==> config.mk <==
export PLATFORM = sky130hd
export DESIGN_NAME = sercfg_regfile
export DESIGN_NICKNAME = d
export VERILOG_FILES = /design/src/rtl/sercfg_pkg.sv /design/src/rtl/sercfg_heartbeat.sv /design/src/rtl/sercfg_port_line.sv /design/src/rtl/sercfg_regfile.sv
export SDC_FILE = /design/constraint.sdc
export NUM_CORES = 1
export LEC_CHECK = 0
export BUFFER_PORTS_ARGS = -buffer_cell sky130_fd_sc_hd__buf_2
export CAP_MARGIN = 20
export CORE_ASPECT_RATIO = 1.25
export CORE_MARGIN = 2
export CORE_UTILIZATION = 31
export CTS_CLUSTER_SIZE = 24
export DETAILED_ROUTE_END_ITERATION = 10
export SLEW_MARGIN = 15
export SYNTH_ARGS = -nofsm -noshare
export SYNTH_HDL_FRONTEND = slang
export SYNTH_SLANG_ARGS = --single-unit
export TNS_END_PERCENT = 10
==> constraint.sdc <==
create_clock -name clk -period 1.9 [get_ports clk]
set_input_delay 0.38 -clock clk [delete_from_list [all_inputs] [get_ports clk]]
set_output_delay 0.38 -clock clk [all_outputs]
set_load 0.005 [all_outputs]
==> src/rtl/sercfg_pkg.sv <==
// Shared constants and types of the serial adapter control register file.
// Assumes 16-bit words and exactly two serial ports.
package sercfg_pkg;
    localparam int DATA_W   = 16;
    localparam int NUM_REGS = 5;
    localparam int NPORT    = 2;
    localparam int LINE_W   = 6;

    localparam int IDX_LED   = 0;
    localparam int IDX_LINE0 = 1;
    localparam int IDX_LINE1 = 2;
    localparam int IDX_CTL   = 3;
    localparam int IDX_STAT  = 4;

    localparam logic [LINE_W-1:0] LINE_DFLT = 6'h07;

    typedef struct packed {
        logic             abort;
        logic             mie;
        logic [NPORT-1:0] sr;
    } ctl_t;

    function automatic logic [DATA_W-1:0] ctl_word(input ctl_t c);
        return {10'b0, c.abort, c.mie, 2'b0, c.sr};
    endfunction
endpackage

==> src/rtl/sercfg_heartbeat.sv <==
// Heartbeat LED generator. While flash_off is low, led_on inverts every
// CLK_HZ/2 cycles. While flash_off is high, the LED is dark and the interval
// count is held at zero.
// Assumes CLK_HZ >= 2.
module sercfg_heartbeat #(
    parameter int CLK_HZ = 100_000_000
) (
    input  logic clk,
    input  logic rst_n,
    input  logic flash_off,
    output logic led_on
);
    localparam int HALF  = (CLK_HZ / 2 < 1) ? 1 : CLK_HZ / 2;
    localparam int CNT_W = (HALF > 1) ? $clog2(HALF) : 1;
    localparam logic [CNT_W-1:0] LAST = CNT_W'(HALF - 1);

    logic [CNT_W-1:0] cnt_q;

    // Count half-period intervals and invert the LED at each boundary.
    always_ff @(posedge clk) begin
        if (!rst_n || flash_off) begin
            cnt_q  <= '0;
            led_on <= 1'b0;
        end else if (cnt_q == LAST) begin
            cnt_q  <= '0;
            led_on <= ~led_on;
        end else begin
            cnt_q  <= cnt_q + 1'b1;
        end
    end
endmodule

==> src/rtl/sercfg_port_line.sv <==
// One port's line-interface word and its driver-enable decode.
// Assumes wr_en is already qualified by the address decode. While force_dflt
// is high, the word is reloaded with its power-up value and writes are ignored.
module sercfg_port_line
    import sercfg_pkg::*;
(
    input  logic              clk,
    input  logic              rst_n,
    input  logic              wr_en,
    input  logic [LINE_W-1:0] wdata,
    input  logic              force_dflt,
    input  logic              pin7,
    output logic [LINE_W-1:0] line_q,
    output logic [2:0]        mode,
    output logic              term,
    output logic              tx_en_n,
    output logic              rx_en_n,
    output logic              rts
);
    logic duplex, four_wire;

    // Hold the line word; the controller reset wins over a write.
    always_ff @(posedge clk) begin
        if (!rst_n || force_dflt) line_q <= LINE_DFLT;
        else if (wr_en)           line_q <= wdata;
    end

    // Split the fields and decode the driver enables from pin 7.
    always_comb begin
        mode      = line_q[2:0];
        term      = line_q[3];
        duplex    = line_q[4];
        four_wire = line_q[5];
        rts       = pin7;
        tx_en_n   = ~(pin7 & duplex);
        rx_en_n   = ~pin7 & duplex & ~four_wire;
    end
endmodule

==> src/rtl/sercfg_regfile.sv <==
// Control register file of a two-port serial adapter. It decodes a simple
// synchronous register bus, holds the LED, line and control words, builds the
// status word, and merges the controller interrupts into one masked host
// interrupt.
// Assumes single-cycle bus pulses and ADDR_W >= 5.
module sercfg_regfile
    import sercfg_pkg::*;
#(
    parameter int         CLK_HZ  = 100_000_000,
    parameter int         ADDR_W  = 6,
    parameter logic [2:0] DEV_ID  = 3'd1,
    parameter logic [2:0] DEV_REV = 3'd1
) (
    input  logic              clk,
    input  logic              rst_n,
    input  logic [ADDR_W-1:0] bus_addr,
    input  logic              bus_wr,
    input  logic              bus_rd,
    input  logic [15:0]       bus_wdata,
    output logic [15:0]       bus_rdata,
    input  logic [1:0]        ctl_irq_n,
    input  logic [1:0]        ctl_pin7,
    output logic [1:0]        ctl_rst,
    output logic              dma_abort,
    output logic              host_irq_n,
    output logic              led_on,
    output logic [5:0]        port_mode,
    output logic [1:0]        port_term,
    output logic [1:0]        tx_en_n,
    output logic [1:0]        rx_en_n,
    output logic [1:0]        rts
);
    localparam int WIDX_W = ADDR_W - 2;

    logic [WIDX_W-1:0] widx;
    logic              hit;
    logic              flash_off_q;
    ctl_t              ctl_q;
    logic              mie_q;
    logic [NPORT-1:0]  irq_pend;
    logic [NPORT-1:0]  line_wr;
    logic [LINE_W-1:0] line_word [NPORT];
    logic [15:0]       rd_mux;
    logic [11:0]       unused_bits;

    assign unused_bits = {bus_addr[1:0], bus_wdata[15:6]};

    // Word index decode; offsets at or above the status word plus one miss.
    always_comb begin
        widx = bus_addr[ADDR_W-1:2];
        hit  = widx < WIDX_W'(NUM_REGS);
    end

    // LED flash control word.
    always_ff @(posedge clk) begin
        if (!rst_n)                                            flash_off_q <= 1'b0;
        else if (bus_wr && widx == WIDX_W'(IDX_LED))           flash_off_q <= bus_wdata[0];
    end

    // Global control word: controller resets, interrupt enable, DMA abort.
    always_ff @(posedge clk) begin
        if (!rst_n) begin
            ctl_q <= '0;
        end else if (bus_wr && widx == WIDX_W'(IDX_CTL)) begin
            ctl_q.sr    <= bus_wdata[1:0];
            ctl_q.mie   <= bus_wdata[4];
            ctl_q.abort <= bus_wdata[5];
        end
    end

    sercfg_heartbeat #(.CLK_HZ(CLK_HZ)) u_hb (
        .clk       (clk),
        .rst_n     (rst_n),
        .flash_off (flash_off_q),
        .led_on    (led_on)
    );

    generate
        for (genvar p = 0; p < NPORT; p++) begin : g_port
            assign line_wr[p] = bus_wr && widx == WIDX_W'(IDX_LINE0 + p);
            sercfg_port_line u_line (
                .clk        (clk),
                .rst_n      (rst_n),
                .wr_en      (line_wr[p]),
                .wdata      (bus_wdata[LINE_W-1:0]),
                .force_dflt (ctl_q.sr[p]),
                .pin7       (ctl_pin7[p]),
                .line_q     (line_word[p]),
                .mode       (port_mode[3*p +: 3]),
                .term       (port_term[p]),
                .tx_en_n    (tx_en_n[p]),
                .rx_en_n    (rx_en_n[p]),
                .rts        (rts[p])
            );
        end
    endgenerate

    // Interrupt merge and control outputs.
    always_comb begin
        irq_pend   = ~ctl_irq_n;
        mie_q      = ctl_q.mie;
        host_irq_n = ~(ctl_q.mie & (|irq_pend));
        ctl_rst    = ctl_q.sr;
        dma_abort  = ctl_q.abort;
    end

    // Read multiplexer over the five words.
    always_comb begin
        rd_mux = '0;
        if (hit) begin
            case (widx)
                WIDX_W'(IDX_LED):   rd_mux = {15'b0, flash_off_q};
                WIDX_W'(IDX_LINE0): rd_mux = {10'b0, line_word[0]};
                WIDX_W'(IDX_LINE1): rd_mux = {10'b0, line_word[1]};
                WIDX_W'(IDX_CTL):   rd_mux = ctl_word(ctl_q);
                WIDX_W'(IDX_STAT):  rd_mux = {2'b0, DEV_REV, DEV_ID, 6'b0, irq_pend};
                default:            rd_mux = '0;
            endcase
        end
    end

    // Registered read data, held between read pulses.
    always_ff @(posedge clk) begin
        if (!rst_n)      bus_rdata <= '0;
        else if (bus_rd) bus_rdata <= rd_mux;
    end
endmodule

== Yosys cells after proc, flatten, opt, wreduce, memory -nomap -nowiden ==
Cells that the tools add are included.
Word-level totals
  flip-flop bits (word level): 60
  input port bits: 30
  output and inout port bits: 35
  word-level logic and storage cells: 45
Cells by class
  $add $sub $neg: 1
  magnitude comparators: 1
  equality and inequality tests: 5
  multiplexer cells: 2
  bitwise logic cells: 16
  reductions and logical operators: 11
Operators by type and width (number)
  $pmux W12 S5: 1
  $add A26 B1 Y26 const B: 1
  $eq A26 B26 Y1 const B: 1
  $mux W12: 1
  $eq A4 B2 Y1 const B: 2
  $not A1 Y1: 8
  $and A1 B1 Y1: 7
  $eq A4 B1 Y1 const B: 1
  $eq A4 B3 Y1 const B: 1
  $logic_and A1 B1 Y1: 4
  $logic_not A4 Y1: 1
  $lt A4 B3 Y1 const B: 1
  $reduce_or A2 Y1: 2
  $logic_or A1 B1 Y1: 3
  $not A2 Y2: 1
  $logic_not A1 Y1: 1

== Longest topological paths before layout ==
  depth in word-level cells: 4
  gate-level depth with buffers: 6
  gate-level depth less buffers: 5

== Cells and area by module ==
From an unflattened synthesis, not the netlist that was laid out.
Unflattened totals
  cell total of the unflattened synthesis: 289
  area, all modules: 2572.5 um^2
By module, submodules not included
  sercfg_heartbeat: times used 1, cells each 148, area an instance 1261.2 um^2
  sercfg_regfile: times used 1, cells each 85, area an instance 758.2 um^2
  sercfg_port_line: times used 2, cells each 28, area an instance 276.5 um^2

== Worst setup path after synthesis ==
Ideal clock, no wire load.
  path kind: flip-flop to flip-flop
  from: register u_hb.cnt_q[0]
  to: register u_hb.cnt_q[18]
  library setup time: 70 ps
  arrival: 1872 ps
  data required time: 1830 ps
  setup slack: -42 ps
  stages on the path, launching flop included: 7
  path buffers: 1
  clock period less this slack: 1942 ps
  path through: dfxtp_1 > ha_1 > nand4_1 > or4_1 > clkbuf_1 > or4_1 > a21oi_1
Between the ends
  word-level cells in the longest chain between the ends: 2
Ends and longest elaborated chain
  start, declared: line sercfg_heartbeat.sv:17  | logic [CNT_W-1:0] cnt_q;
  start signal, assigned: line sercfg_heartbeat.sv:28  | cnt_q <= cnt_q + 1'b1;
  branches (longest 2 deep; another with $add A26 B1 Y26)
Several ways; the timed one is not identified.
A chain may end at the register's enable or synchronous reset.

== Final worst setup path ==
  from: register u_hb.cnt_q[7]
  to: register u_hb.cnt_q[24]
The elaborated chain is that of the path after synthesis.

==> results.py <==
metrics = {
    "run_status": {
        "outcome": "finished, violations left",
        "violations": "setup timing",
    },
    "placement": {
        "routabilityCongestion": 0.841,
        "dp_slack_ns": -0.0464,
        "dpl.hpwl_mm": 4.17,
        "port_buffers": 44,
    },
    "cells_and_area": {
        "antenna-diode-count": 0,
        "nNetsFinal": 364,
        "area_growth_pct": 17.9,
        "final_cell_mix": "dfxtp_1, buf_2, nor2_1",
        "drive_gt1_share_pct": 27.8,
        "post-route-util_pct": 37.1,
        "final_common_cell": "dfxtp_1",
        "n_fill_cell": 835,
    },
    "yosys": {
        "ys_warn_count": 0,
        "synth_cell_type_count": 44,
        "synth_top_area_share_pct": 40.1,
        "yosysSeqAreaShare_pct": 40.1,
        "ys_seq_elements": 51,
        "async_reset_ff_share_pct": 0,
        "ys.flop_type": "dfxtp_1",
        "synth_area_per_cell_um2": 8.88,
        "synth_top_cell_by_area": "dfxtp_1",
        "synthTopCellsByArea": "dfxtp_1, buf_4, mux2i_1, nor2_1, or4_1",
        "netlist_instances": 287,
        "syn_area_um2": 2550,
        "synth_edf_count": 0,
    },
    "worst_setup_path": {
        "reg2reg_depth": 6,
        "slowest_stage": "or4_4",
        "crit_top_cell": "buf_4",
        "start_kind": "flip-flop",
        "crit_family": "simple AND/OR/NAND/NOR gates",
        "reg2reg_slack_ns": -0.02,
        "worst-path-buf-inv": 2,
        "cp_slowest_stage_delay_ns": 0.49,
        "crit_type": "flip-flop to flip-flop",
        "endpoint_kind": "flip-flop",
        "r2r_end": "u_hb.cnt_q[24]",
        "required_ns": 2.15,
        "arrival_ns": 2.16,
        "cp_max_fo": 11,
        "path_cells": "buf_4, nand4_1, buf_4, or4_4, or4_1, a21oi_1",
        "reg2reg_from": "u_hb.cnt_q[7]",
    },
    "grt": {
        "grt_pass1_wl_mm": 9.49,
        "antenna_found_initial": 0,
        "grt_pass1_vias": 2029,
        "grtUsageTotal_pct": 12.9,
        "gr-total-overflow": 0,
        "grt_max_degree": 20,
    },
    "pwr": {
        "powerDensity_nw_per_um2": 623,
        "power.leakage_nw": 1.17,
        "ir_drop_uv": 356,
    },
    "clocking": {
        "cts_hold_buffers": 0,
        "cts_sinks": 51,
        "cts_tree": "done",
        "path_clk_slew_ns": 0.10,
        "insertion_delay_ns": 0.31,
        "cts_max_level": 2,
        "cts-root-buf": "clkbuf_8",
        "cts_buffers": 5,
        "clockBufferDepth": 2,
    },
    "detailed_routing": {
        "num_vias": 2109,
        "ant_nets": 0,
        "drt_iter0_drc": 68,
        "first_pass_iters": 4,
        "via_per_inst": 4.89,
        "drc": 0,
        "wl_per_cell_um": 13.1,
        "totalWireLength_mm": 5.66,
    },
    "sta": {
        "fin_hold_ws_ns": 0.322,
        "fin_ws_ns": -0.0166,
        "skew_ns": 0.0132,
        "setup_viol": 4,
        "fmax_mhz": 522,
        "hold_viol_final": 0,
        "finalCritPeriodShare_pct": 101,
        "slew_violations": 0,
        "grt_setup_unrepaired": "yes",
        "fin_crit_ns": 1.92,
    },
    "floorplanning": {
        "coreArea_um2": 8100,
        "fp.dieH_um": 105,
        "initial_utilization_pct": 31.5,
        "fp.dieW_um": 85.1,
        "ios": 65,
        "die_area_um2": 8970,
        "num_rows": 37,
    },
    "run": {
        "drv_cap": 0,
    },
    "hold_path": {
        "holdPathStages": 3,
        "hold_path_class": "input pin to flip-flop",
        "hp-start": "bus_wdata[2]",
        "min_to": "g_port[0].u_line.line_q[2]",
    },
}
## flip-flops by register name (all words and copies together), names as in the netlist
| signal | flops |
|---|---|
| u_hb.cnt_q | 26 |
| ctl_rst | 2 |
| dma_abort | 1 |
| bus_rdata | 7 |
| g_port.u_line.line_q | 12 |
| u_hb.led_on | 1 |
| flash_off_q | 1 |
| mie_q | 1 |
## logic make-up after synthesis
logic type               count (synthesis)  synth area share, %
AO/OA/AOI/OAI                           46                 12.3
XOR/XNOR                                11                 3.78
adder cells (fa/ha/maj)                  1                0.491
buffers and inverters                   41                 10.1
flip-flops                              51                 40.1
multiplexers                            21                 8.39
other                                    1                0.147
AND/OR/NAND/NOR                        115                 24.8
## Yosys cell counts (2+ instances only)
cell type  number
mux2i_1        18
and3_1          3
and2_1          5
dfxtp_1        51
or3_1           6
nor3b_1         3
o21ai_0         6
or4_1          10
or4_4           2
nand2_1        19
nor3_1          3
clkbuf_1        6
mux2_2          3
o31ai_1         9
xnor2_1         8
nor2b_1        10
o2bb2ai_1       4
and4_1          2
a21oi_1        14
nand3_1        12
a22oi_1         4
nor2_1         25
inv_1           7
xor2_1          3
nand2b_1        3
buf_4          27
nand4_1         7
## per-stage QoR
| stage | std cells | instance area (um^2) | power, mW | setup TNS [ns] |
|---|---|---|---|---|
| CTS | 431 | 2970 | 1.89 | -0.166 |
| global placement | 422 | 2860 | 1.26 | -0.216 |
| detailed placement | 422 | 2860 | 1.26 | -0.406 |
| floorplan | 294 | 2590 | 1.21 | -0.0138 |
| global route | 431 | 3010 | 1.96 | -0.455 |
| finish | 431 | 3010 | 1.87 | -0.0346 |
## where the power goes
group          switching, mW  leakage, nW  internal (mW)
sequential            0.0108        0.413           1.08
combinational         0.0795        0.719         0.0648
clock                  0.378       0.0402          0.257
total                  0.468         1.17           1.40
## worst min-delay path: cells and delay by family
family / cells / cell delay (ns)
buffers and inverters: 1 / 0.10
and+or+nand+nor: 1 / 0.06
muxes: 1 / 0.06
## worst max path at each step
| stage | start | end | slack [ns] | depth (start not counted) |
|---|---|---|---|---|
| global route | u_hb.cnt_q[7] | u_hb.cnt_q[22] | -0.08 | 6 |
| detailed placement | u_hb.cnt_q[8] | u_hb.cnt_q[25] | -0.05 | 5 |
| global placement | u_hb.cnt_q[7] | u_hb.led_on | -0.03 | 4 |
| CTS | u_hb.cnt_q[8] | u_hb.cnt_q[25] | -0.04 | 5 |
| finish | u_hb.cnt_q[7] | u_hb.cnt_q[24] | -0.02 | 6 |
| floorplan | u_hb.cnt_q[7] | u_hb.cnt_q[16] | -0.002 | 5 |
## timing repair
action | CTS | global route
setup endpoints to repair | 23 | 12
pin swaps | 5 | 4
resized for setup | 5 | 7
setup buffers | 1 | 0
## final cells by class
type	count	area, um^2	share of cell area (%)
clock inverters	3	20.0	0.666
flip-flops and latches	51	1020	34.1
repair buffers	66	405	13.5
inverters	7	26.3	0.874
well taps	97	121	4.04
clock buffers	5	68.8	2.29
multi-input cells	202	1340	44.5
## metal layers
layer | up-vias | share of wire, % | wire length [um] | GRT usage (%)
met5 | - | 0 | 0 | 0
met4 | 0 | 0.76 | 43 | 2.83
met3 | 4 | 5.2 | 295 | 3.37
met2 | 41 | 49 | 2770 | 22.2
met1 | 980 | 45 | 2550 | 16.1
li1 | 1084 | - | - | -
Power figures use the tool's default switching activity.
